## config.mk

```make
export PLATFORM = sky130hd
export DESIGN_NAME = serial_add_unit
export DESIGN_NICKNAME = d
export VERILOG_FILES = /design/src/rtl/bsa_pkg.sv /design/src/rtl/bsa_shreg.sv /design/src/rtl/bsa_carry.sv /design/src/rtl/bsa_counter.sv /design/src/rtl/serial_add_unit.sv
export SDC_FILE = /design/constraint.sdc
export NUM_CORES = 1
export LEC_CHECK = 0
export BUFFER_PORTS_ARGS = -buffer_cell sky130_fd_sc_hd__buf_4
export CORE_MARGIN = 2
export CORE_UTILIZATION = 50
export DETAILED_ROUTE_END_ITERATION = 6
export PLACE_DENSITY = 0.82
export SKIP_CTS_REPAIR_TIMING = 1
export SYNTH_ARGS = -nofsm -noshare
export SYNTH_HDL_FRONTEND = slang
export SYNTH_HIERARCHICAL = 1
export SYNTH_SLANG_ARGS = --single-unit
```

## constraint.sdc

```tcl
create_clock -name clk -period 2.6 [get_ports clk]
set_input_delay 0 -clock clk [delete_from_list [all_inputs] [get_ports clk]]
set_output_delay 0 -clock clk [all_outputs]
set_load 0.01 [all_outputs]
```

## src/rtl/bsa_pkg.sv

```systemverilog
package bsa_pkg;

    typedef enum logic {
        CARRY_D  = 1'b0,
        CARRY_JK = 1'b1
    } carry_mode_e;

    function automatic logic majority3(input logic a, input logic b, input logic c);
        return (a & b) | (a & c) | (b & c);
    endfunction

endpackage

```

## src/rtl/bsa_shreg.sv

```systemverilog
module bsa_shreg #(
    parameter int W = 8
) (
    input  logic         clk,
    input  logic         rst_n,
    input  logic         load,
    input  logic [W-1:0] par_in,
    input  logic         shift,
    input  logic         ser_in,
    output logic [W-1:0] data_q,
    output logic         ser_out
);

    logic [W-1:0] data_d;

    always_comb begin
        data_d = data_q;
        if (load) begin
            data_d = par_in;
        end else if (shift) begin
            data_d = {ser_in, data_q[W-1:1]};
        end
    end

    always_ff @(posedge clk or negedge rst_n) begin
        if (!rst_n) begin
            data_q <= '0;
        end else begin
            data_q <= data_d;
        end
    end

    assign ser_out = data_q[0];

    p_hold_r3: assert property (@(posedge clk) disable iff (!rst_n)
        (!load && !shift) |=> $stable(data_q));

    p_shift_toward_lsb_r4: assert property (@(posedge clk) disable iff (!rst_n)
        (shift && !load) |=> (data_q[W-2:0] == $past(data_q[W-1:1])));

    p_serial_entry_r7: assert property (@(posedge clk) disable iff (!rst_n)
        (shift && !load) |=> (data_q[W-1] == $past(ser_in)));

    p_load_capture_r2: assert property (@(posedge clk) disable iff (!rst_n)
        load |=> (data_q == $past(par_in)));

endmodule

```

## src/rtl/bsa_carry.sv

```systemverilog
module bsa_carry
    import bsa_pkg::*;
(
    input  logic clk,
    input  logic rst_n,
    input  logic clr,
    input  logic step,
    input  logic jk_mode,
    input  logic x,
    input  logic y,
    output logic c_q,
    output logic sum_bit
);

    carry_mode_e mode;
    logic        c_d;
    logic        d_next;
    logic        jk_set;
    logic        jk_rst;
    logic        jk_next;

    always_comb begin
        mode    = carry_mode_e'(jk_mode);
        sum_bit = x ^ y ^ c_q;
        d_next  = majority3(x, y, c_q);
        jk_set  = x & y;
        jk_rst  = ~x & ~y;
        jk_next = (jk_set & ~c_q) | (~jk_rst & c_q);
        c_d     = c_q;
        if (clr) begin
            c_d = 1'b0;
        end else if (step) begin
            c_d = (mode == CARRY_JK) ? jk_next : d_next;
        end
    end

    always_ff @(posedge clk or negedge rst_n) begin
        if (!rst_n) begin
            c_q <= 1'b0;
        end else begin
            c_q <= c_d;
        end
    end

    p_clear_on_load_r2: assert property (@(posedge clk) disable iff (!rst_n)
        clr |=> !c_q);

    p_jk_set_r6: assert property (@(posedge clk) disable iff (!rst_n)
        (step && !clr && jk_mode && x && y) |=> c_q);

    p_jk_clear_r6: assert property (@(posedge clk) disable iff (!rst_n)
        (step && !clr && jk_mode && !x && !y) |=> !c_q);

    p_jk_hold_r6: assert property (@(posedge clk) disable iff (!rst_n)
        (step && !clr && jk_mode && (x != y)) |=> $stable(c_q));

    p_d_follows_pair_r5: assert property (@(posedge clk) disable iff (!rst_n)
        (step && !clr && !jk_mode && (x == y)) |=> (c_q == $past(x)));

    p_idle_hold_r3: assert property (@(posedge clk) disable iff (!rst_n)
        (!step && !clr) |=> $stable(c_q));

endmodule

```

## src/rtl/bsa_counter.sv

```systemverilog
module bsa_counter #(
    parameter int W = 8
) (
    input  logic clk,
    input  logic rst_n,
    input  logic load,
    input  logic step_req,
    output logic step,
    output logic done
);

    localparam int CW = $clog2(W + 1);
    localparam logic [CW-1:0] LOAD_VAL = CW'(W);
    localparam logic [CW-1:0] LAST_VAL = CW'(1);

    typedef struct packed {
        logic [CW-1:0] cnt;
        logic          done;
    } cnt_state_t;

    cnt_state_t st_d;
    cnt_state_t st_q;

    always_comb begin
        step      = step_req && !load && (st_q.cnt != '0);
        st_d      = st_q;
        st_d.done = 1'b0;
        if (load) begin
            st_d.cnt = LOAD_VAL;
        end else if (step) begin
            st_d.cnt = st_q.cnt - LAST_VAL;
            if (st_q.cnt == LAST_VAL) begin
                st_d.done = 1'b1;
            end
        end
    end

    always_ff @(posedge clk or negedge rst_n) begin
        if (!rst_n) begin
            st_q <= '0;
        end else begin
            st_q <= st_d;
        end
    end

    assign done = st_q.done;

    p_count_down_r8: assert property (@(posedge clk) disable iff (!rst_n)
        step |=> (st_q.cnt == $past(st_q.cnt) - LAST_VAL));

    p_stopped_stays_r8: assert property (@(posedge clk) disable iff (!rst_n)
        (st_q.cnt == '0 && !load) |=> (st_q.cnt == '0));

    p_no_step_when_empty_r3: assert property (@(posedge clk) disable iff (!rst_n)
        (st_q.cnt == '0) |-> !step);

    p_done_single_r8: assert property (@(posedge clk) disable iff (!rst_n)
        done |=> !done);

    p_done_after_step_r8: assert property (@(posedge clk) disable iff (!rst_n)
        $rose(done) |-> (st_q.cnt == '0));

endmodule

```

## src/rtl/serial_add_unit.sv

```systemverilog
module serial_add_unit
    import bsa_pkg::*;
#(
    parameter int W = 8
) (
    input  logic         clk,
    input  logic         rst_n,
    input  logic         load,
    input  logic [W-1:0] augend_in,
    input  logic [W-1:0] addend_in,
    input  logic         shift_en,
    input  logic         jk_mode,
    input  logic         addend_recirc,
    input  logic         addend_ser_in,
    output logic [W:0]   result,
    output logic [W-1:0] addend_out,
    output logic         done
);

    logic         step;
    logic         x_bit;
    logic         y_bit;
    logic         sum_bit;
    logic         carry_q;
    logic         addend_feed;
    logic [W-1:0] augend_q;

    assign addend_feed = addend_recirc ? y_bit : addend_ser_in;

    bsa_counter #(.W(W)) u_cnt (
        .clk      (clk),
        .rst_n    (rst_n),
        .load     (load),
        .step_req (shift_en),
        .step     (step),
        .done     (done)
    );

    bsa_shreg #(.W(W)) u_augend (
        .clk     (clk),
        .rst_n   (rst_n),
        .load    (load),
        .par_in  (augend_in),
        .shift   (step),
        .ser_in  (sum_bit),
        .data_q  (augend_q),
        .ser_out (x_bit)
    );

    bsa_shreg #(.W(W)) u_addend (
        .clk     (clk),
        .rst_n   (rst_n),
        .load    (load),
        .par_in  (addend_in),
        .shift   (step),
        .ser_in  (addend_feed),
        .data_q  (addend_out),
        .ser_out (y_bit)
    );

    bsa_carry u_carry (
        .clk     (clk),
        .rst_n   (rst_n),
        .clr     (load),
        .step    (step),
        .jk_mode (jk_mode),
        .x       (x_bit),
        .y       (y_bit),
        .c_q     (carry_q),
        .sum_bit (sum_bit)
    );

    assign result = {carry_q, augend_q};

    p_recirc_keeps_r7: assert property (@(posedge clk) disable iff (!rst_n)
        (step && addend_recirc) |=> (addend_out[W-1] == $past(addend_out[0])));

    p_sum_bit_r4: assert property (@(posedge clk) disable iff (!rst_n)
        step |=> (augend_q[W-1] == ($past(augend_q[0]) ^ $past(addend_out[0]) ^ $past(carry_q))));

endmodule

```

==> metrics.md, run 1 <==
| Metric | Value |
|---|---|
| Tmin final | 1.65 ns |
| # fillers | between 150 and 200 |
| Routed Antenna Nets | 0 |
| CP Max Fanout | 13 |
| Multi-input gate area in the final layout | roughly 540 um2 |
| Fraction of the cycle the final worst path needs | 0.633 |
| Core area | approximately 2200 um2 |
| Synth top area share | 0.468 |
| Average cell area after synthesis | 10.5 um2 |
| Clock Sinks | 22 |
| Fin nets | 198 |
| CTS max path bufs | 2 |
| Vias per inst | 5.14 |
| Largest net degree at the start of global routing | 39 |
| GR Overflow Total | 0 |
| Total track usage | 0.199 |
| Ant. Diodes | 0 |
| Fmax | 0.608 GHz |
| Most frequent cells in the layout | 42 x buf_4, 22 x dfrtp_1, 19 x nand2_1 |
| Vias in the first global route | 885 |
| RSZ-0062 raised after global routing | false |
| # rows | 17 |
| # IOs | 41 |
| Element type at the critical path start | register |
| Routed WL per cell | between 10 and 15 um |
| Total Power | 0.832 mW |
| Clk_lat worst skew | 0.30 ns |
| Synth top area cells | dfrtp_1 47%, mux2i_1 15%, o21ai_1 6.8% |
| Max-cap viol count | 0 |
| Global-route wire length before repair | about 3.9 mm |
| Worst EP arrival | approximately 1.8 ns |
| Chip height | 52.5 um |
| Fraction of layout cells with a size suffix above 1 | 0.293 |
| Die area | 2760 um2 |
| Synth Register Bits | 22 |
| Peak supply drop | 0.000395 V |
| Setup_tns | 0 ns |
| Crit. End Element | register |
| Skew final | 0.00351 ns |
| Sequential Area | 551 um2 |
| Worst-margin pin slew | 0.341 ns |
| PwrDens | 502 nW/um2 |
| DIE WIDTH | 52.5 um |
| WP data required | 2.78 ns |
| HPWL Detailed | 1.74 mm |
| Initial antenna violation count | 0 |
| Cells after synthesis | around 110 |
| Commonest non-fill, non-tap cell in the layout | buf_4 |
| Final WL | between 2 and 3 mm |
| Vias post-DR | 1002 |
| Layout area overhead | 40.7% |
| Initial Utilization | 0.532 |
| Synth area leader | dfrtp_1 |
| CTS H-tree lvls | 1 |
| Sequential share of the synthesized area | 0.468 |
| Clock Pin Slew Worst Setup and Hold Paths | ~0.11 ns |
| Total CTS buffers | 3 |
| HP Class | input port to register |
| Final hold violation count | 0 |
| Post-Syn Area | 1180 um2 |
| Finish-stage setup viols | 0 |
| Initial drt markers | 16 |
| Leak pwr | 0.805 nW |
| Max Slew Vio Count | 0 |
| Drt first pass iters | 4 |
| Critical path type | register to register |
| Final routed DRC violation total | 0 |
| TritonCTS clock tree | done |
| I/O Buffers | 40 |
| Relative slew slack | 0.773 |
| Unique masters post-synth | 22 |
| RD Place Congestion | 0.688 |
| Clock root buffer | clkbuf_4 |
| Outcome | complete, no violations |
| Hold_ws | 0.0304 ns |
| Post-Syn Nets | 141 |
| Yosys warns | 6 |
-- cells by family (layout without fill, tap and decap cells) --
family                   Yosys count  in the layout  synth area share
adder cells (fa/ha/maj)            6              6            0.0701
multiplexers                      19             19             0.166
flip-flops                        22             22             0.468
AND/OR/NAND/NOR                   29             29             0.115
AO/OA/AOI/OAI                     22             22             0.102
buffers and inverters             14             69            0.0797
-- synthesized netlist by cell type --
master    instances
nand2b_1          2
buf_4             3
or4b_4            1
a21oi_1           2
inv_1             7
nor2_1            2
nand2_1          19
nor3_1            2
or2_1             1
mux2_4            1
a31oi_1           1
fa_1              1
a211o_1           1
o21ai_0           1
a211o_2           1
ha_1              5
and3_1            1
or2b_1            1
mux2i_1          18
dfrtp_1          22
o21ai_1          16
buf_6             4
-- final cells by class --
cell class                 count  area share
timing repair buffer          59       0.293
inverter                       7      0.0159
clock buffer                   3      0.0136
sequential                    22       0.332
tap                           28      0.0211
multi-input combinational     76       0.324
-- report_power, final --
group	internal, mW	leakage (nW)	switching [mW]
logic	0.142	0.520	0.121
clock network	0.0540	0.0138	0.0923
registers	0.383	0.271	0.0399
total	0.579	0.805	0.253
-- metal layers --
metal,vias to the layer above,track usage,part of all wire
met1,490,0.220,0.41
met4,0,0.0684,0.020
li1,484,-,-
met2,22,0.354,0.53
met3,6,0.0629,0.040
met5,-,0,0
-- final timing paths --
check | startpoint | endpoint | slack (ns) | cells after the start
setup / recovery | u_cnt/st_q[1]$_DFFE_PN0P_ | u_carry/c_q$_DFFE_PN0P_ | 0.95 | 7
hold / removal | shift_en | u_cnt/st_q[3]$_DFFE_PN0P_ | 0.03 | 4
setup reg to reg | u_cnt/st_q[1]$_DFFE_PN0P_ | u_carry/c_q$_DFFE_PN0P_ | 0.95 | 7
hold reg to reg | u_cnt/st_q[1]$_DFFE_PN0P_ | u_cnt/st_q[1]$_DFFE_PN0P_ | 0.58 | 1
max in group asynchronous | rst_n | u_cnt/done$_DFF_PN0_ | 2.27 | 2
min in group asynchronous | rst_n | u_addend/data_q[3]$_DFFE_PN0P_ | 0.11 | 2
-- state kept, by name (all words and copies together) (netlist names) --
register	cells
u_cnt/st_q	4
u_cnt/done	1
u_carry/c_q	1
u_augend/data_q	8
u_addend/data_q	8
-- through the flow --
| stage | setup WS [ns] | cells | utilization | instance area, um2 |
|---|---|---|---|---|
| after floorplan | 0.934 | 112 | - | 1180 |
| after global placement | 1.10 | 175 | 0.662 | 1460 |
| after detailed placement | 1.03 | 175 | 0.662 | 1460 |
| after CTS | 0.954 | 178 | 0.672 | 1490 |
| after global routing | 0.857 | 195 | 0.749 | 1660 |
| final | 0.954 | 195 | 0.749 | 1660 |
-- critical path, cell delays in order, from the launching register on --
cell and delay [ns]:
dfrtp_1 0.43, inv_1 0.09, ha_1 0.25, a21oi_2 0.15
buf_4 0.25, o21ai_0 0.12, a31oi_1 0.18, nor3_1 0.07
(Power assumes the default switching activity.)
==> run 2: changes to the inputs <==
Settings changed: CORE_UTILIZATION 50 to 44, PLACE_DENSITY 0.82 to 0.77.
Clock period 2.6 ns to 1.5 ns, I/O delays scaled along.
==> metrics.md, run 2 (same netlist as run 1, synthesis figures left out) <==
| Metric | Value |
|---|---|
| Outcome | finished, violations left |
| Failing checks | setup timing |
| Skew final | 0.00341 ns |
| Chip height | 55.7 um |
| Multi-input gate area in the final layout | 557 um2 |
| Worst reg2reg path depth | 6 |
| Fin nets | 209 |
| Peak supply drop | 0.000629 V |
| Vias in the first global route | 901 |
| Hold Crit Depth | 4 |
| Routed WL per cell | about 15 um |
| Largest regs | u_addend/data_q x8, u_augend/data_q x8, u_cnt/st_q x4 |
| Clk pwr share | 0.255 |
| Hold_ws | between 0.01 and 0.015 ns |
| Final routed DRC violation total | 0 |
| Element type at the critical path start | register |
| Clock root buffer | clkbuf_4 |
| RD Place Congestion | about 0.81 |
| HP Class | input port to register |
| Initial Utilization | 0.471 |
| Fmax | 0.639 GHz |
| Sequential Area | 551 um2 |
| Tmin final | 1.57 ns |
| TritonCTS clock tree | done |
| Layout area overhead | 55.4% |
| Max Slew Vio Count | 0 |
| Finish-stage setup viols | 4 |
| CTS H-tree lvls | 1 |
| Total CTS buffers | 3 |
| Drt first pass iters | 4 |
| Setup ws final | -0.0660 ns |
| NetSw | 0.494 mW |
| Crit. End Element | register |
| Leak pwr | between 0.8 and 0.9 nW |
| Core area | 2500 um2 |
| Initial drt markers | 31 |
| CP Max Fanout | 5 |
| Clk_lat worst skew | 0.30 ns |
| RSZ-0062 raised after global routing | true |
| Clock Pin Slew Worst Setup and Hold Paths | 0.13 ns |
| Largest net degree at the start of global routing | 38 |
| Finished Layout Cells | approximately 210 |
| Switching share of power | 0.282 |
| Setup_tns | -0.0742 ns |
| HPWL Detailed | between 1.5 and 2 mm |
| Fraction of layout cells with a size suffix above 1 | 0.358 |
| Top cell family by delay on the critical path | flip-flops |
| Cells after DPL | 181 |
| Clock Sinks | 22 |
| Fraction of the cycle the final worst path needs | 1.04 |
| # IOs | 41 |
| Total track usage | 0.162 |
| Final hold violation count | 0 |
| WP depth | 6 |
| PwrDens | 959 nW/um2 |
| Die area | 3110 um2 |
| Max-cap viol count | 0 |
| Routed Antenna Nets | 0 |
| I/O Buffers | 40 |
| Buffers & Inverters on Critical Path | 2 |
| Int Power | 1.26 mW |
| Worst-margin pin slew | 0.339 ns |
| Commonest non-fill, non-tap cell in the layout | buf_4 |
| Critical path type | register to register |
| Worst path cell trace | inv_2 -> ha_4 -> a21oi_4 -> buf_6 -> mux2i_1 -> o21ai_1 |
| Slowest CP cell | dfrtp_1 |
| Flop pwr share | 0.415 |
| Most frequent cells in the layout | 49 x buf_4, 22 x dfrtp_1, 19 x nand2_1 |
| Initial antenna violation count | 0 |
| Comb pwr share | 0.330 |
| Vias per inst | ~5 |
| Relative slew slack | 0.774 |
| WP data required | around 1.7 ns |
| Worst EP arrival | 1.75 ns |
| GR Overflow Total | 0 |
| Vias post-DR | 1043 |
| Dpl ws | 0.00456 ns |
| DIE WIDTH | 55.7 um |
| CTS max path bufs | 2 |
| # fillers | between 150 and 200 |
| Total Power | ~1.8 mW |
| Final WL | 3.04 mm |
| Global-route wire length before repair | 4.09 mm |
| CP peak stage delay | 0.39 ns |
| # rows | 18 |
| Ant. Diodes | 0 |
run 2: changes by cell type in the layout (fill, tap and decap cells not counted), sizes merged:
cell    change
clkbuf      +1
bufinv      +1
buf        +10
run 2: worst reg2reg max path: stages (launching register included):
cell     delay [ns]
dfrtp_1        0.39
inv_2          0.07
ha_4           0.18
a21oi_4        0.30
buf_6          0.19
mux2i_1        0.25
o21ai_1        0.09
run 2: cell type report:
type | instances | area share
Inverter | 7 | 0.0144
Tap cell | 30 | 0.0205
Timing Repair Buffer | 70 | 0.331
Sequential cell | 22 | 0.301
Multi-Input combinational cell | 76 | 0.304
Clock buffer | 3 | 0.0123
Clock inverter | 1 | 0.0164
run 2: power groups by stage:
stage               registers [mW]  logic (mW)  clock network, mW
floorplan                    0.748       0.242                  0
global placement             0.734       0.437                  0
detailed placement           0.739       0.451                  0
CTS                          0.727       0.453              0.456
global route                 0.735       0.629              0.488
finish                       0.727       0.579              0.448
run 2: path summary, 6_finish.rpt:
path | start | end | slack (ns)
max | u_cnt/st_q[2]$_DFFE_PN0P_ | u_augend/data_q[0]$_DFFE_PN0P_ | -0.07
min | shift_en | u_cnt/st_q[3]$_DFFE_PN0P_ | 0.01
max reg2reg | u_cnt/st_q[2]$_DFFE_PN0P_ | u_augend/data_q[0]$_DFFE_PN0P_ | -0.07
min reg2reg | u_cnt/st_q[4]$_DFFE_PN0P_ | u_cnt/st_q[4]$_DFFE_PN0P_ | 0.56
max in group asynchronous | rst_n | u_carry/c_q$_DFFE_PN0P_ | 1.17
min in group asynchronous | rst_n | u_cnt/st_q[3]$_DFFE_PN0P_ | 0.11
run 2: per-layer routing:
metal	part of all wire	wire length [um]	track usage	vias to the layer above
met5	0	0	0	-
met4	0.0072	22	0.0209	0
met3	0.031	93	0.0326	4
met2	0.53	1590	0.296	19
met1	0.44	1330	0.201	511
li1	-	-	-	509
run 2: through the flow:
stage                util  cell area, um2
floorplan               -            1190
global placement    0.607            1520
detailed placement  0.607            1520
CTS                 0.628            1570
global route        0.732            1830
finish              0.732            1830
==> run 3: changes to the inputs <==
Settings changed: CORE_MARGIN 2 to 1.5.
==> metrics.md, run 3 (same netlist as run 1, synthesis figures left out) <==
| Metric | Value |
|---|---|
| Fraction of layout cells with a size suffix above 1 | 0.348 |
| Relative slew slack | 0.764 |
| # rows | 18 |
| Cell Area, Placed | between 1500 and 2000 um2 |
| CTS max path bufs | 2 |
| Element type at the critical path start | register |
| Fraction of the cycle the final worst path needs | 1.02 |
| CP Max Fanout | 4 |
| Clock root buffer | clkbuf_4 |
| Initial drt markers | 30 |
| Setup ws final | -0.0228 ns |
| Fmax | 0.657 GHz |
| CP startpoint | u_augend/data_q[0]$_DFFE_PN0P_ |
| Largest regs | u_addend/data_q x8, u_augend/data_q x8, u_cnt/st_q x4 |
| Core area | 2500 um2 |
| I/O Buffers | 40 |
| Final hold violation count | 0 |
| Worst EP arrival | between 1.5 and 2 ns |
| CP peak stage delay | approximately 0.45 ns |
| Most frequent cells in the layout | 48 x buf_4, 22 x dfrtp_1, 19 x nand2_1 |
| RD Place Congestion | 0.792 |
| WP data required | 1.75 ns |
| Top cell family by delay on the critical path | flip-flops |
| Leak pwr | 0.875 nW |
| Initial Utilization | 0.471 |
| Worst path cell trace | inv_1 -> fa_1 -> o21ai_0 -> a31oi_1 -> nor3_1 |
| Outcome | finished, violations left |
| Skew final | 0.0119 ns |
| Die area | 3000 um2 |
| Vias per inst | 5.21 |
| Max Slew Vio Count | 0 |
| Hold Path Origin | shift_en |
| Cells after DPL | 181 |
| Buffers & Inverters on Critical Path | 1 |
| Layout area overhead | 53.5% |
| HP Class | input port to register |
| Vias in the first global route | slightly below 1k |
| Initial antenna violation count | 0 |
| Tmin final | 1.52 ns |
| Fin area | 1810 um2 |
| Routed Antenna Nets | 0 |
| Final WL | roughly 3.2 mm |
| Largest net degree at the start of global routing | 38 |
| Reg-to-reg slack, setup | -0.02 ns |
| Failing checks | setup timing |
| Worst-margin pin slew | roughly 0.35 ns |
| Max-cap viol count | 0 |
| Multi-input gate area in the final layout | ~560 um2 |
| Total CTS buffers | 3 |
| Clk_lat worst skew | 0.33 ns |
| Routed WL per cell | 15.4 um |
| Final routed DRC violation total | 0 |
| Drt first pass iters | 4 |
| Clock Sinks | 22 |
| Critical path type | register to register |
| Ant. Diodes | 0 |
| Fin nets | 208 |
| CTS H-tree lvls | 1 |
| Commonest non-fill, non-tap cell in the layout | buf_4 |
| Clock Pin Slew Worst Setup and Hold Paths | 0.14 ns |
| Finished Layout Cells | 208 |
| RSZ-0062 raised after global routing | true |
| Total track usage | 0.189 |
| Peak supply drop | 0.000835 V |
| Crit. End Element | register |
| GR Overflow Total | 0 |
| Total Power | approximately 1.8 mW |
| Vias post-DR | 1084 |
| # IOs | 41 |
| RR Startpoint | u_augend/data_q[0]$_DFFE_PN0P_ |
| Sequential Area | 551 um2 |
| TritonCTS clock tree | done |
| Global-route wire length before repair | 4.00 mm |
| PwrDens | 979 nW/um2 |
| DIE WIDTH | 54.7 um |
| Finish-stage setup viols | 4 |
| Slowest CP cell | dfrtp_1 |
| # fillers | 180 |
| Chip height | 54.7 um |
| HPWL Detailed | roughly 1.9 mm |
-- run 3: metrics by stage --
| step | util | hold WS (ns) | setup slack [ns] | TNS (ns) |
|---|---|---|---|---|
| after floorplan | - | -0.296 | 0.0572 | 0 |
| after global placement | 0.607 | -0.0945 | 0.0851 | 0 |
| after detailed placement | 0.607 | -0.0900 | -0.0293 | -0.0448 |
| after CTS | 0.628 | -0.454 | -0.0593 | -0.144 |
| after global routing | 0.723 | 0.0428 | -0.0577 | -0.438 |
| final | 0.723 | 0.0133 | -0.0228 | -0.0535 |
-- run 3: area by class of cell --
cell class	instances	area share
clock inverters	1	0.0166
clock buffers	3	0.0125
repair buffers	69	0.323
flip-flops and latches	22	0.305
well taps	30	0.0208
multi-input cells	76	0.308
inverters	7	0.0145
-- run 3: worst paths after layout --
kind,end,depth (start not counted)
max,u_carry/c_q$_DFFE_PN0P_,5
min,u_cnt/st_q[3]$_DFFE_PN0P_,4
max reg2reg,u_carry/c_q$_DFFE_PN0P_,5
min reg2reg,u_cnt/st_q[4]$_DFFE_PN0P_,1
max in group asynchronous,u_augend/data_q[4]$_DFFE_PN0P_,2
min in group asynchronous,u_addend/data_q[2]$_DFFE_PN0P_,2
-- run 3: per-layer routing --
layer,vias up,part of all wire,track usage
met3,4,0.032,0.0246
li1,509,-,-
met1,536,0.38,0.213
met5,-,0,0
met2,35,0.58,0.343
met4,0,0.011,0.0958
-- run 3: power by group --
| part | internal (mW) | total [mW] | switching (mW) |
|---|---|---|---|
| sequential | 0.664 | 0.730 | 0.0663 |
| combinational | 0.311 | 0.568 | 0.257 |
| clock | 0.271 | 0.470 | 0.200 |
| total | 1.25 | 1.77 | 0.523 |
-- run 3: tightest hold or removal path, delay by kind of cell --
| family | cells | cell delay (ns) |
|---|---|---|
| simple gates | 2 | 0.14 |
| buf+inv | 1 | 0.09 |
| compound gates | 1 | 0.06 |
